==> src/rtl/gtmr_pkg.sv <==
package gtmr_pkg;

    typedef enum logic [1:0] {
        SRC_BUS   = 2'd0,
        SRC_DIV_A = 2'd1,
        SRC_DIV_B = 2'd2,
        SRC_HBL   = 2'd3
    } clk_src_e;

    typedef enum logic [1:0] {
        GM_LOW  = 2'd0,
        GM_RISE = 2'd1,
        GM_FALL = 2'd2,
        GM_BOTH = 2'd3
    } gate_mode_e;

    typedef enum logic [1:0] {
        GS_FREE,
        GS_PASS,
        GS_BLOCK,
        GS_EDGE
    } gate_state_e;

    // Control half of the mode register, bits [9:0], most significant first.
    typedef struct packed {
        logic       ov_ie;
        logic       eq_ie;
        logic       run;
        logic       zret;
        gate_mode_e gmode;
        logic       gsrc;
        logic       gate_en;
        clk_src_e   csel;
    } ctrl_t;

    localparam int CTRL_W   = $bits(ctrl_t);
    localparam int B_EQ_FLG = 10;
    localparam int B_OV_FLG = 11;

    localparam logic [1:0] SEL_CNT  = 2'd0;
    localparam logic [1:0] SEL_MODE = 2'd1;
    localparam logic [1:0] SEL_CMP  = 2'd2;
    localparam logic [1:0] SEL_HOLD = 2'd3;

endpackage

==> src/rtl/gtmr_sync_edge.sv <==
module gtmr_sync_edge (
    input  logic clk,
    input  logic rst_n,
    input  logic raw,
    output logic lvl,
    output logic rise,
    output logic fall
);
    // Two synchroniser flops plus one history flop for edge detection.
    logic [2:0] sh_q;

    always_ff @(posedge clk) begin
        if (!rst_n) sh_q <= '0;
        else        sh_q <= {sh_q[1:0], raw};
    end

    assign lvl  = sh_q[1];
    assign rise =  sh_q[1] & ~sh_q[2];
    assign fall = ~sh_q[1] &  sh_q[2];


    rise_single_chk: assert property (@(posedge clk) disable iff (!rst_n)
        rise |=> !rise);

    fall_single_chk: assert property (@(posedge clk) disable iff (!rst_n)
        fall |=> !fall);

endmodule

==> src/rtl/gtmr_prescale.sv <==
module gtmr_prescale #(
    parameter int A_LOG = 4,
    parameter int B_LOG = 8
) (
    input  logic clk,
    input  logic rst_n,
    output logic tick_a,
    output logic tick_b
);
    localparam int PW = (B_LOG > A_LOG) ? B_LOG : A_LOG;

    logic [PW-1:0] pc_q;

    always_ff @(posedge clk) begin
        if (!rst_n) pc_q <= '0;
        else        pc_q <= pc_q + 1'b1;
    end

    assign tick_a = &pc_q[A_LOG-1:0];
    assign tick_b = &pc_q[B_LOG-1:0];


    tick_a_pulse_chk: assert property (@(posedge clk) disable iff (!rst_n)
        tick_a |=> !tick_a);

    tick_nest_chk: assert property (@(posedge clk) disable iff (!rst_n)
        (tick_b && B_LOG >= A_LOG) |-> tick_a);

endmodule

==> src/rtl/gtmr_gate_fsm.sv <==
module gtmr_gate_fsm
    import gtmr_pkg::*;
(
    input  logic       clk,
    input  logic       rst_n,
    input  logic       gate_en,
    input  gate_mode_e gmode,
    input  logic       g_lvl,
    input  logic       g_rise,
    input  logic       g_fall,
    output logic       run_ok,
    output logic       zap
);
    gate_state_e state_q, state_d;

    always_ff @(posedge clk) begin
        if (!rst_n) state_q <= GS_FREE;
        else        state_q <= state_d;
    end

    always_comb begin
        if (!gate_en)             state_d = GS_FREE;
        else if (gmode == GM_LOW) state_d = g_lvl ? GS_BLOCK : GS_PASS;
        else                      state_d = GS_EDGE;
    end

    always_comb begin
        run_ok = 1'b1;
        zap    = 1'b0;
        unique case (state_q)
            GS_FREE:  run_ok = 1'b1;
            GS_PASS:  run_ok = 1'b1;
            GS_BLOCK: run_ok = 1'b0;
            GS_EDGE: begin
                unique case (gmode)
                    GM_RISE: zap = g_rise;
                    GM_FALL: zap = g_fall;
                    GM_BOTH: zap = g_rise | g_fall;
                    default: zap = 1'b0;
                endcase
            end
            default: run_ok = 1'b1;
        endcase
    end


    gate_off_free_chk: assert property (@(posedge clk) disable iff (!rst_n)
        !gate_en |=> run_ok && !zap);

    block_no_zap_chk: assert property (@(posedge clk) disable iff (!rst_n)
        !run_ok |-> !zap);

endmodule

==> src/rtl/gate_cmp_timer.sv <==
module gate_cmp_timer
    import gtmr_pkg::*;
#(
    parameter int CNT_W     = 16,
    parameter int DATA_W    = 32,
    parameter int ADDR_W    = 6,
    parameter int PRE_A_LOG = 4,
    parameter int PRE_B_LOG = 8,
    parameter bit HAS_HOLD  = 1'b1
) (
    input  logic              clk,
    input  logic              rst_n,
    input  logic              bus_wr,
    input  logic [ADDR_W-1:0] bus_addr,
    input  logic [DATA_W-1:0] bus_wdata,
    output logic [DATA_W-1:0] bus_rdata,
    input  logic              hblank_in,
    input  logic              vblank_in,
    input  logic              capture_in,
    output logic              irq
);
    localparam int N_BLANK = 2;
    localparam logic [CNT_W-1:0] CNT_MAX = '1;

    // Register select from byte offset bits [5:4].
    logic [1:0] sel;
    assign sel = bus_addr[5:4];

    logic wr_cnt, wr_mode, wr_cmp;
    assign wr_cnt  = bus_wr && (sel == SEL_CNT);
    assign wr_mode = bus_wr && (sel == SEL_MODE);
    assign wr_cmp  = bus_wr && (sel == SEL_CMP);

    logic unused_bits;
    assign unused_bits = ^{bus_addr[3:0], bus_wdata[DATA_W-1:B_OV_FLG+1]};

    // Blank input synchronisers, index 0 horizontal, 1 vertical.
    logic [N_BLANK-1:0] b_raw, b_lvl, b_rise, b_fall;
    assign b_raw = {vblank_in, hblank_in};

    for (genvar gi = 0; gi < N_BLANK; gi++) begin : g_sync
        gtmr_sync_edge u_sync (
            .clk  (clk),
            .rst_n(rst_n),
            .raw  (b_raw[gi]),
            .lvl  (b_lvl[gi]),
            .rise (b_rise[gi]),
            .fall (b_fall[gi])
        );
    end

    logic tick_a, tick_b;
    gtmr_prescale #(.A_LOG(PRE_A_LOG), .B_LOG(PRE_B_LOG)) u_pre (
        .clk   (clk),
        .rst_n (rst_n),
        .tick_a(tick_a),
        .tick_b(tick_b)
    );

    ctrl_t            ctrl_q;
    logic [CNT_W-1:0] cnt_q, cmp_q;
    logic             eq_q, ov_q;

    // Count source selection.
    logic tick;
    always_comb begin
        unique case (ctrl_q.csel)
            SRC_BUS:   tick = 1'b1;
            SRC_DIV_A: tick = tick_a;
            SRC_DIV_B: tick = tick_b;
            SRC_HBL:   tick = b_rise[0];
            default:   tick = 1'b0;
        endcase
    end

    // Gate input selection and gate state machine.
    logic g_lvl, g_rise, g_fall, run_ok, zap;
    assign g_lvl  = ctrl_q.gsrc ? b_lvl[1]  : b_lvl[0];
    assign g_rise = ctrl_q.gsrc ? b_rise[1] : b_rise[0];
    assign g_fall = ctrl_q.gsrc ? b_fall[1] : b_fall[0];

    gtmr_gate_fsm u_gate (
        .clk    (clk),
        .rst_n  (rst_n),
        .gate_en(ctrl_q.gate_en),
        .gmode  (ctrl_q.gmode),
        .g_lvl  (g_lvl),
        .g_rise (g_rise),
        .g_fall (g_fall),
        .run_ok (run_ok),
        .zap    (zap)
    );

    // Counter step and event detection.
    logic step, hit, live, eq_set, ov_set;
    assign step   = ctrl_q.run && tick && run_ok;
    assign hit    = (cnt_q == cmp_q);
    assign live   = step && !wr_cnt && !zap;
    assign eq_set = live && hit;
    assign ov_set = live && (cnt_q == CNT_MAX) && !(ctrl_q.zret && hit);

    always_ff @(posedge clk) begin
        if (!rst_n) begin
            cnt_q <= '0;
        end else if (wr_cnt) begin
            cnt_q <= bus_wdata[CNT_W-1:0];
        end else if (zap) begin
            cnt_q <= '0;
        end else if (step) begin
            if (ctrl_q.zret && hit) cnt_q <= '0;
            else                    cnt_q <= cnt_q + 1'b1;
        end
    end

    always_ff @(posedge clk) begin
        if (!rst_n) begin
            ctrl_q <= '0;
            cmp_q  <= '0;
            eq_q   <= 1'b0;
            ov_q   <= 1'b0;
        end else begin
            if (wr_mode) ctrl_q <= ctrl_t'(bus_wdata[CTRL_W-1:0]);
            if (wr_cmp)  cmp_q  <= bus_wdata[CNT_W-1:0];
            eq_q <= eq_set | (eq_q & ~(wr_mode & bus_wdata[B_EQ_FLG]));
            ov_q <= ov_set | (ov_q & ~(wr_mode & bus_wdata[B_OV_FLG]));
        end
    end

    // Hold register, present or tied off.
    logic [CNT_W-1:0] hold_rd;
    if (HAS_HOLD) begin : g_hold
        logic [CNT_W-1:0] hold_q;
        always_ff @(posedge clk) begin
            if (!rst_n)          hold_q <= '0;
            else if (capture_in) hold_q <= cnt_q;
        end
        assign hold_rd = hold_q;
    end else begin : g_nohold
        assign hold_rd = '0;
    end

    always_comb begin
        bus_rdata = '0;
        unique case (sel)
            SEL_CNT:  bus_rdata[CNT_W-1:0] = cnt_q;
            SEL_MODE: begin
                bus_rdata[CTRL_W-1:0] = ctrl_q;
                bus_rdata[B_EQ_FLG]   = eq_q;
                bus_rdata[B_OV_FLG]   = ov_q;
            end
            SEL_CMP:  bus_rdata[CNT_W-1:0] = cmp_q;
            SEL_HOLD: bus_rdata[CNT_W-1:0] = hold_rd;
            default:  bus_rdata = '0;
        endcase
    end

    assign irq = (eq_q & ctrl_q.eq_ie) | (ov_q & ctrl_q.ov_ie);


    cnt_idle_chk: assert property (@(posedge clk) disable iff (!rst_n)
        (!ctrl_q.run && !wr_cnt && !zap) |=> $stable(cnt_q));

    zret_chk: assert property (@(posedge clk) disable iff (!rst_n)
        (live && hit && ctrl_q.zret) |=> (cnt_q == '0) && eq_q);

    wrap_flag_chk: assert property (@(posedge clk) disable iff (!rst_n)
        (live && cnt_q == CNT_MAX && !ctrl_q.zret) |=> (cnt_q == '0) && ov_q);

    eq_sticky_chk: assert property (@(posedge clk) disable iff (!rst_n)
        (eq_q && !(wr_mode && bus_wdata[B_EQ_FLG])) |=> eq_q);

    irq_quiet_chk: assert property (@(posedge clk) disable iff (!rst_n)
        (!ctrl_q.eq_ie && !ctrl_q.ov_ie) |-> !irq);

    load_chk: assert property (@(posedge clk) disable iff (!rst_n)
        wr_cnt |=> cnt_q == $past(bus_wdata[CNT_W-1:0]));

endmodule

==> config.mk <==
export PLATFORM = sky130hd
export DESIGN_NAME = gate_cmp_timer
export DESIGN_NICKNAME = d
export VERILOG_FILES = /design/src/rtl/gtmr_pkg.sv /design/src/rtl/gtmr_sync_edge.sv /design/src/rtl/gtmr_prescale.sv /design/src/rtl/gtmr_gate_fsm.sv /design/src/rtl/gate_cmp_timer.sv
export SDC_FILE = /design/constraint.sdc
export NUM_CORES = 1
export LEC_CHECK = 0
export BUFFER_PORTS_ARGS = -buffer_cell sky130_fd_sc_hd__buf_4
export CELL_PAD_IN_SITES_DETAIL_PLACEMENT = 2
export CELL_PAD_IN_SITES_GLOBAL_PLACEMENT = 2
export CORE_UTILIZATION = 31
export CTS_CLUSTER_SIZE = 8
export DETAILED_ROUTE_END_ITERATION = 12
export PLACE_DENSITY = 0.88
export REMOVE_ABC_BUFFERS = 1
export SLEW_MARGIN = 20
export SYNTH_ARGS = -nofsm -noshare
export SYNTH_HDL_FRONTEND = slang
export SYNTH_SLANG_ARGS = --single-unit
==> constraint.sdc <==
create_clock -name clk -period 1.89 [get_ports clk]
set_input_delay 0.189 -clock clk [delete_from_list [all_inputs] [get_ports clk]]
set_output_delay 0.189 -clock clk [all_outputs]
set_load 0.02 [all_outputs]
==> results.toml, run 1 <==
[outcome]
status = "finished with violations"
violations = "negative setup slack"

[finish]
postLayoutCoreUtil_pct = 43.9
final_cells = 700
areaGrowthSynthToFinish_pct = 37.3
final_area_mm2 = 0.00559
nets = 569
n_antenna_cell = 0
drive_above_1_share_pct = 40.9

[floorplanning]
die_y_um = 117
start_util_pct = 32.0
die_area_mm2 = 0.0136
rows = 41
core_region_area_mm2 = 0.0127
ios = 77
dieWidth_um = 117

[logic_synthesis]
synth_compound_area_share_pct = 14.7
postSynthAreaPerCell_um2 = 9.23
synth_xor_area_share_pct = 4.67
synth_edf_count = 0
synthSimpleGateAreaFrac_pct = 19.9
yosysSeqAreaShare_pct = 37.4
synth_cells = 441
synthAdderAreaFrac_pct = 0.615
synth.most_common_cell = "dfxtp_1"
yosys-top-cells-count = "dfxtp_1 (76), nand2_1 (51), nor2_1 (40)"
synth_top_area_share_pct = 37.4
synth_mux_area_share_pct = 14.4
synthArstFlopShare_pct = 0
ys_warn_count = 0
synth_area_leaders = "dfxtp_1 (37%), mux2i_1 (7.6%), mux4_2 (6.1%)"
syn_area_mm2 = 0.00407
synth_top_family_by_area = "simple AND/OR/NAND/NOR gates"
synth_cell_types = 64
ys_ff_latch = 76
synth_top_cell_by_area = "dfxtp_1"
synthFlopType = "dfxtp_1"

[drt]
drtAntennaViolNets = 0
drt_iter0_drc = 275
routed_wl_um = 19400
vias = 3978
avgViaCountPerCell = 5.68
drc = 0
wl_per_cell_um = 27.7
drt_first_pass_iters = 5

[clocking]
cts_tree = "built"
cts_root_buffer = "clkbuf_16"
cts_buffers = 9
htree_num_levels = 3
cts_sinks = 76
clockBufferDepth = 2
clock_latency_ps = 370
path_clk_slew_ps = 70

[timing]
whs_ps = 35.7
fin_crit_sh_pct = 115
fmax_mhz = 460
rsz0062_at_grt = "true"
period_minus_slack_ps = 2180
worst_slack_ps = -285
final.setup.tns_ps = -2910
hold_viol_final = 0
tightest_slew_ps = 531
relSlewSlack_pct = 64.6
skew_ps = 15.4
drv_slew = 0
finalSetupViolations = 17

[place]
place_ws_ps = -146
gp_congestion = 0.866
io_buffers = 40
post_dp_cell_area_mm2 = 0.00468
dpl.cell_count = 666
hpwl_um = 10300

[power]
p_leak_nw = 2.19
ir_drop_uv = 656
swShare_pct = 27.5
powerDensity_mw_per_mm2 = 788
switching_power_mw = 1.21
p_int_mw = 3.19
power_mw = 4.40
seq_power_share_pct = 38.6
p_comb_share_pct = 14.0
p_clk_share_pct = 47.3

[global_routing]
grt_pass1_vias = 4289
grt_overflow = 0
grt_pass1_wl_um = 26700
grt_usage_pct = 27.5
grt_max_degree = 31
antenna_found_initial = 0

[worst_setup_path]
ff2ff_setup_slack_ps = -290
cp_top_family = "simple AND/OR/NAND/NOR gates"
crit_chain = "xnor2_1 > nand4_1 > nor4_4 > buf_4 > a31oi_4 > buf_6 > a22oi_2 > nor3_1"
crit_slowest_cell = "nor4_4"
required_ps = 2100
cp_num_cells = 8
worst_ep_arrival_time_ps = 2390
cp-start-kind = "flop"
reg2reg_depth = 8
crit_type = "flop to flop"
path_max_fanout = 6
cpPeakStageDelay_ps = 360
critPathBufInv = 2
cp-end-kind = "flop"

[min_path]
worstHoldPathCells = 2
min_path_type = "primary input to flop"

[flow_run]
max_cap_viol_count = 0
-- routing by layer --
| metal | part of all wire, % | vias to the layer above | track usage, % | wire (um) |
|---|---|---|---|---|
| met1 | 39 | 2017 | 32.4 | 7660 |
| met2 | 49 | 181 | 46.6 | 9600 |
| met4 | 5.2 | 0 | 14.7 | 1020 |
| li1 | - | 1703 | - | - |
| met5 | 0 | - | 0 | 0 |
| met3 | 5.9 | 77 | 5.92 | 1140 |
-- path summary, 6_finish.rpt --
kind	startpoint	to
worst max-delay path	cnt_q[9]	cnt_q[6]
worst min-delay path	hblank_in	g_sync[0].u_sync.sh_q[0]
worst max register to register	cnt_q[9]	cnt_q[6]
worst min register to register	g_sync[1].u_sync.sh_q[0]	g_sync[1].u_sync.sh_q[1]
-- sequential cells by signal, summed over array words and instances (netlist names) --
register / count
g_hold.hold_q: 16
ctrl_q: 10
cmp_q: 16
u_pre.pc_q: 8
u_gate.state_q: 2
cnt_q: 16
eq_q: 1
g_sync.u_sync.sh_q: 6
ov_q: 1
-- final cells by class --
type | instances | area, um2
Clock buffer | 10 | 229
Clock inverter | 6 | 113
Fill cell | 1363 | 7140
Inverter | 8 | 30.0
Multi-Input combinational cell | 326 | 2640
Sequential cell | 76 | 1560
Tap cell | 172 | 215
Timing Repair Buffer | 102 | 805
-- power by group through the flow --
| stage | Clock [mW] | Combinational, mW | Sequential, mW |
|---|---|---|---|
| finish | 2.08 | 0.617 | 1.70 |
| global route | 2.17 | 0.643 | 1.70 |
| CTS | 2.05 | 0.526 | 1.69 |
| detailed placement | 0 | 0.472 | 1.72 |
| global placement | 0 | 0.446 | 1.72 |
| floorplan | 0 | 0.235 | 1.71 |
-- logic make-up after synthesis --
| group | count (synthesis) |
|---|---|
| AOI/OAI and AO/OA | 89 |
| buffers and inverters | 54 |
| other | 1 |
| adders and majority gates | 2 |
| muxes | 43 |
| and+or+nand+nor | 156 |
| xor gates and xnor gates | 20 |
| DFF | 76 |
-- worst register-to-register path, cell delays in order (launching register included) --
cell and delay, ps:
dfxtp_1 330, xnor2_1 230, nand4_1 250, nor4_4 360, buf_4 220, a31oi_4 160, buf_6 220, a22oi_2 150
nor3_1 110
-- placed cells by master (no fill, tap or decap), types with 8 or more instances in the layout --
| master | instances |
|---|---|
| nor2_1 | 39 |
| nand2_1 | 48 |
| buf_4 | 94 |
| o21ai_0 | 13 |
| xnor2_1 | 9 |
| and2_1 | 8 |
| clkbuf_16 | 9 |
| a21oi_1 | 31 |
| dfxtp_2 | 11 |
| dfxtp_1 | 59 |
| mux2i_1 | 31 |
| mux4_2 | 11 |
| nand3_1 | 12 |
| conb_1 | 16 |
-- timing repair --
item,CTS,global route
hold buffers,0,0
pin swaps,12,22
endpoints found under the hold margin,0,0
setup endpoints to repair,18,17
resized for setup,41,59
buffers inserted,9,9
Note: power is estimated with default switching activity, not from simulation.
==> run 2, diff against run 1 <==
--- a/config.mk
+++ b/config.mk
@@ -12,7 +12,6 @@
 export CTS_CLUSTER_SIZE = 8
 export DETAILED_ROUTE_END_ITERATION = 12
 export PLACE_DENSITY = 0.88
-export REMOVE_ABC_BUFFERS = 1
 export SLEW_MARGIN = 20
 export SYNTH_ARGS = -nofsm -noshare
 export SYNTH_HDL_FRONTEND = slang
==> results.toml, run 2 (synthesized netlist as in run 1, its figures left out) <==
[finish]
final_area_mm2 = 0.00538
areaGrowthSynthToFinish_pct = 32.1
layout_common_cells = "buf_4 (86), dfxtp_1 (55), nand2_1 (49)"
drive_above_1_share_pct = 37.4
n_antenna_cell = 0
final_common_cell = "buf_4"
nets = 562
top_regs = "cmp_q (16), cnt_q (16), g_hold.hold_q (16)"

[floorplanning]
die_y_um = 117
dieWidth_um = 117
core_region_area_mm2 = 0.0127
die_area_mm2 = 0.0136
rows = 41
start_util_pct = 32.0
ios = 77

[power]
power_mw = 3.94
ir_drop_uv = 319
powerDensity_mw_per_mm2 = 734
p_leak_nw = 2.12

[worst_setup_path]
path_max_fanout = 6
cp-end-kind = "flop"
r2r_start = "cmp_q[10]"
timing.rr.end = "cnt_q[1]"
reg2reg_depth = 8
crit_type = "flop to flop"
required_ps = 2110
worst_ep_arrival_time_ps = 2360
ff2ff_setup_slack_ps = -250
cp-start-kind = "flop"

[drt]
drc = 0
wl_per_cell_um = 26.1
routed_wl_um = 18100
drt_first_pass_iters = 6
drtAntennaViolNets = 0
avgViaCountPerCell = 5.59
vias = 3875
drt_iter0_drc = 296

[timing]
whs_ps = 69.1
hold_viol_final = 0
skew_ps = 14.0
finalSetupViolations = 18
period_minus_slack_ps = 2140
final.setup.tns_ps = -2310
rsz0062_at_grt = "true"
worst_slack_ps = -250
fmax_mhz = 467
fin_crit_sh_pct = 113
drv_slew = 0

[min_path]
min_to = "g_sync[0].u_sync.sh_q[0]"
hold_start = "hblank_in"
min_path_type = "primary input to flop"
worstHoldPathCells = 2

[clocking]
cts_root_buffer = "clkbuf_16"
cts_tree = "built"
cts_buffers = 9
clock_latency_ps = 360
htree_num_levels = 3
clockBufferDepth = 2
cts_sinks = 76
path_clk_slew_ps = 70

[global_routing]
antenna_found_initial = 0
grt_max_degree = 53
grt_usage_pct = 26.4
grt_overflow = 0
grt_pass1_vias = 4267
grt_pass1_wl_um = 25900

[outcome]
status = "finished with violations"
violations = "negative setup slack"

[place]
place_ws_ps = -124
hpwl_um = 10500
io_buffers = 40
post_dp_cell_area_mm2 = 0.00468
gp_congestion = 0.846

[flow_run]
max_cap_viol_count = 0
## run 2: changes by cell type in the layout (fill, tap and decap cells not counted), sizes merged
cell,before,now
buf,102,95
bufinv,3,0
clkbuf,10,14
clkinv,3,2
## run 2: worst max-delay path: stages, from the launching register on
cell	delay [ps]
dfxtp_1	340
xnor2_1	280
nand4_1	260
nor4_4	340
buf_6	170
buf_4	120
a21oi_4	100
a22oi_1	250
a21oi_1	150
## run 2: how the worst max path moves through the flow
| stage | start | endpoint | cells past startpoint |
|---|---|---|---|
| detailed placement | ctrl_q[3] | cnt_q[2] | 6 |
| CTS | u_pre.pc_q[1] | cnt_q[2] | 8 |
| global placement | cnt_q[3] | cnt_q[11] | 7 |
| global route | cmp_q[10] | cnt_q[1] | 8 |
| floorplan | u_pre.pc_q[0] | cnt_q[5] | 9 |
| finish | cmp_q[10] | cnt_q[1] | 8 |
## run 2: area by class of cell
cell class,instances,area [um2]
multi-input cells,326,2540
inverters,8,30.0
well taps,172,215
repair buffers,95,764
flip-flops and latches,76,1560
clock buffers,14,254
clock inverters,2,10.0
fillers,1380,7350
## run 2: where the power goes
part | switching, mW | internal, mW | leakage (nW) | total (mW)
sequential | 0.0614 | 1.64 | 0.628 | 1.70
clock | 0.726 | 0.925 | 0.131 | 1.65
combinational | 0.344 | 0.247 | 1.36 | 0.592
## run 2: layer usage
| metal | vias to the layer above | GRT usage, % | wire (um) |
|---|---|---|---|
| met5 | - | 0 | 0 |
| met2 | 171 | 46.7 | 9040 |
| met3 | 69 | 5.19 | 775 |
| met1 | 1951 | 29.5 | 7300 |
| met4 | 0 | 15.7 | 992 |
| li1 | 1684 | - | - |
## run 2: timing repair
| action | 4_1_cts | 5_1_grt |
|---|---|---|
| hold endpoints to repair | 0 | 0 |
| pin swaps | 17 | 27 |
| setup buffers | 4 | 8 |
| hold buffers | 0 | 0 |
| resized for setup | 46 | 33 |
| setup endpoints to repair | 18 | 17 |
## run 2: stage by stage
stage / instances / utilization (%)
after floorplan: 456 / -
after global placement: 665 / 36.8
after detailed placement: 665 / 36.8
after CTS: 685 / 40.6
after global routing: 693 / 42.3
final: 693 / 42.3
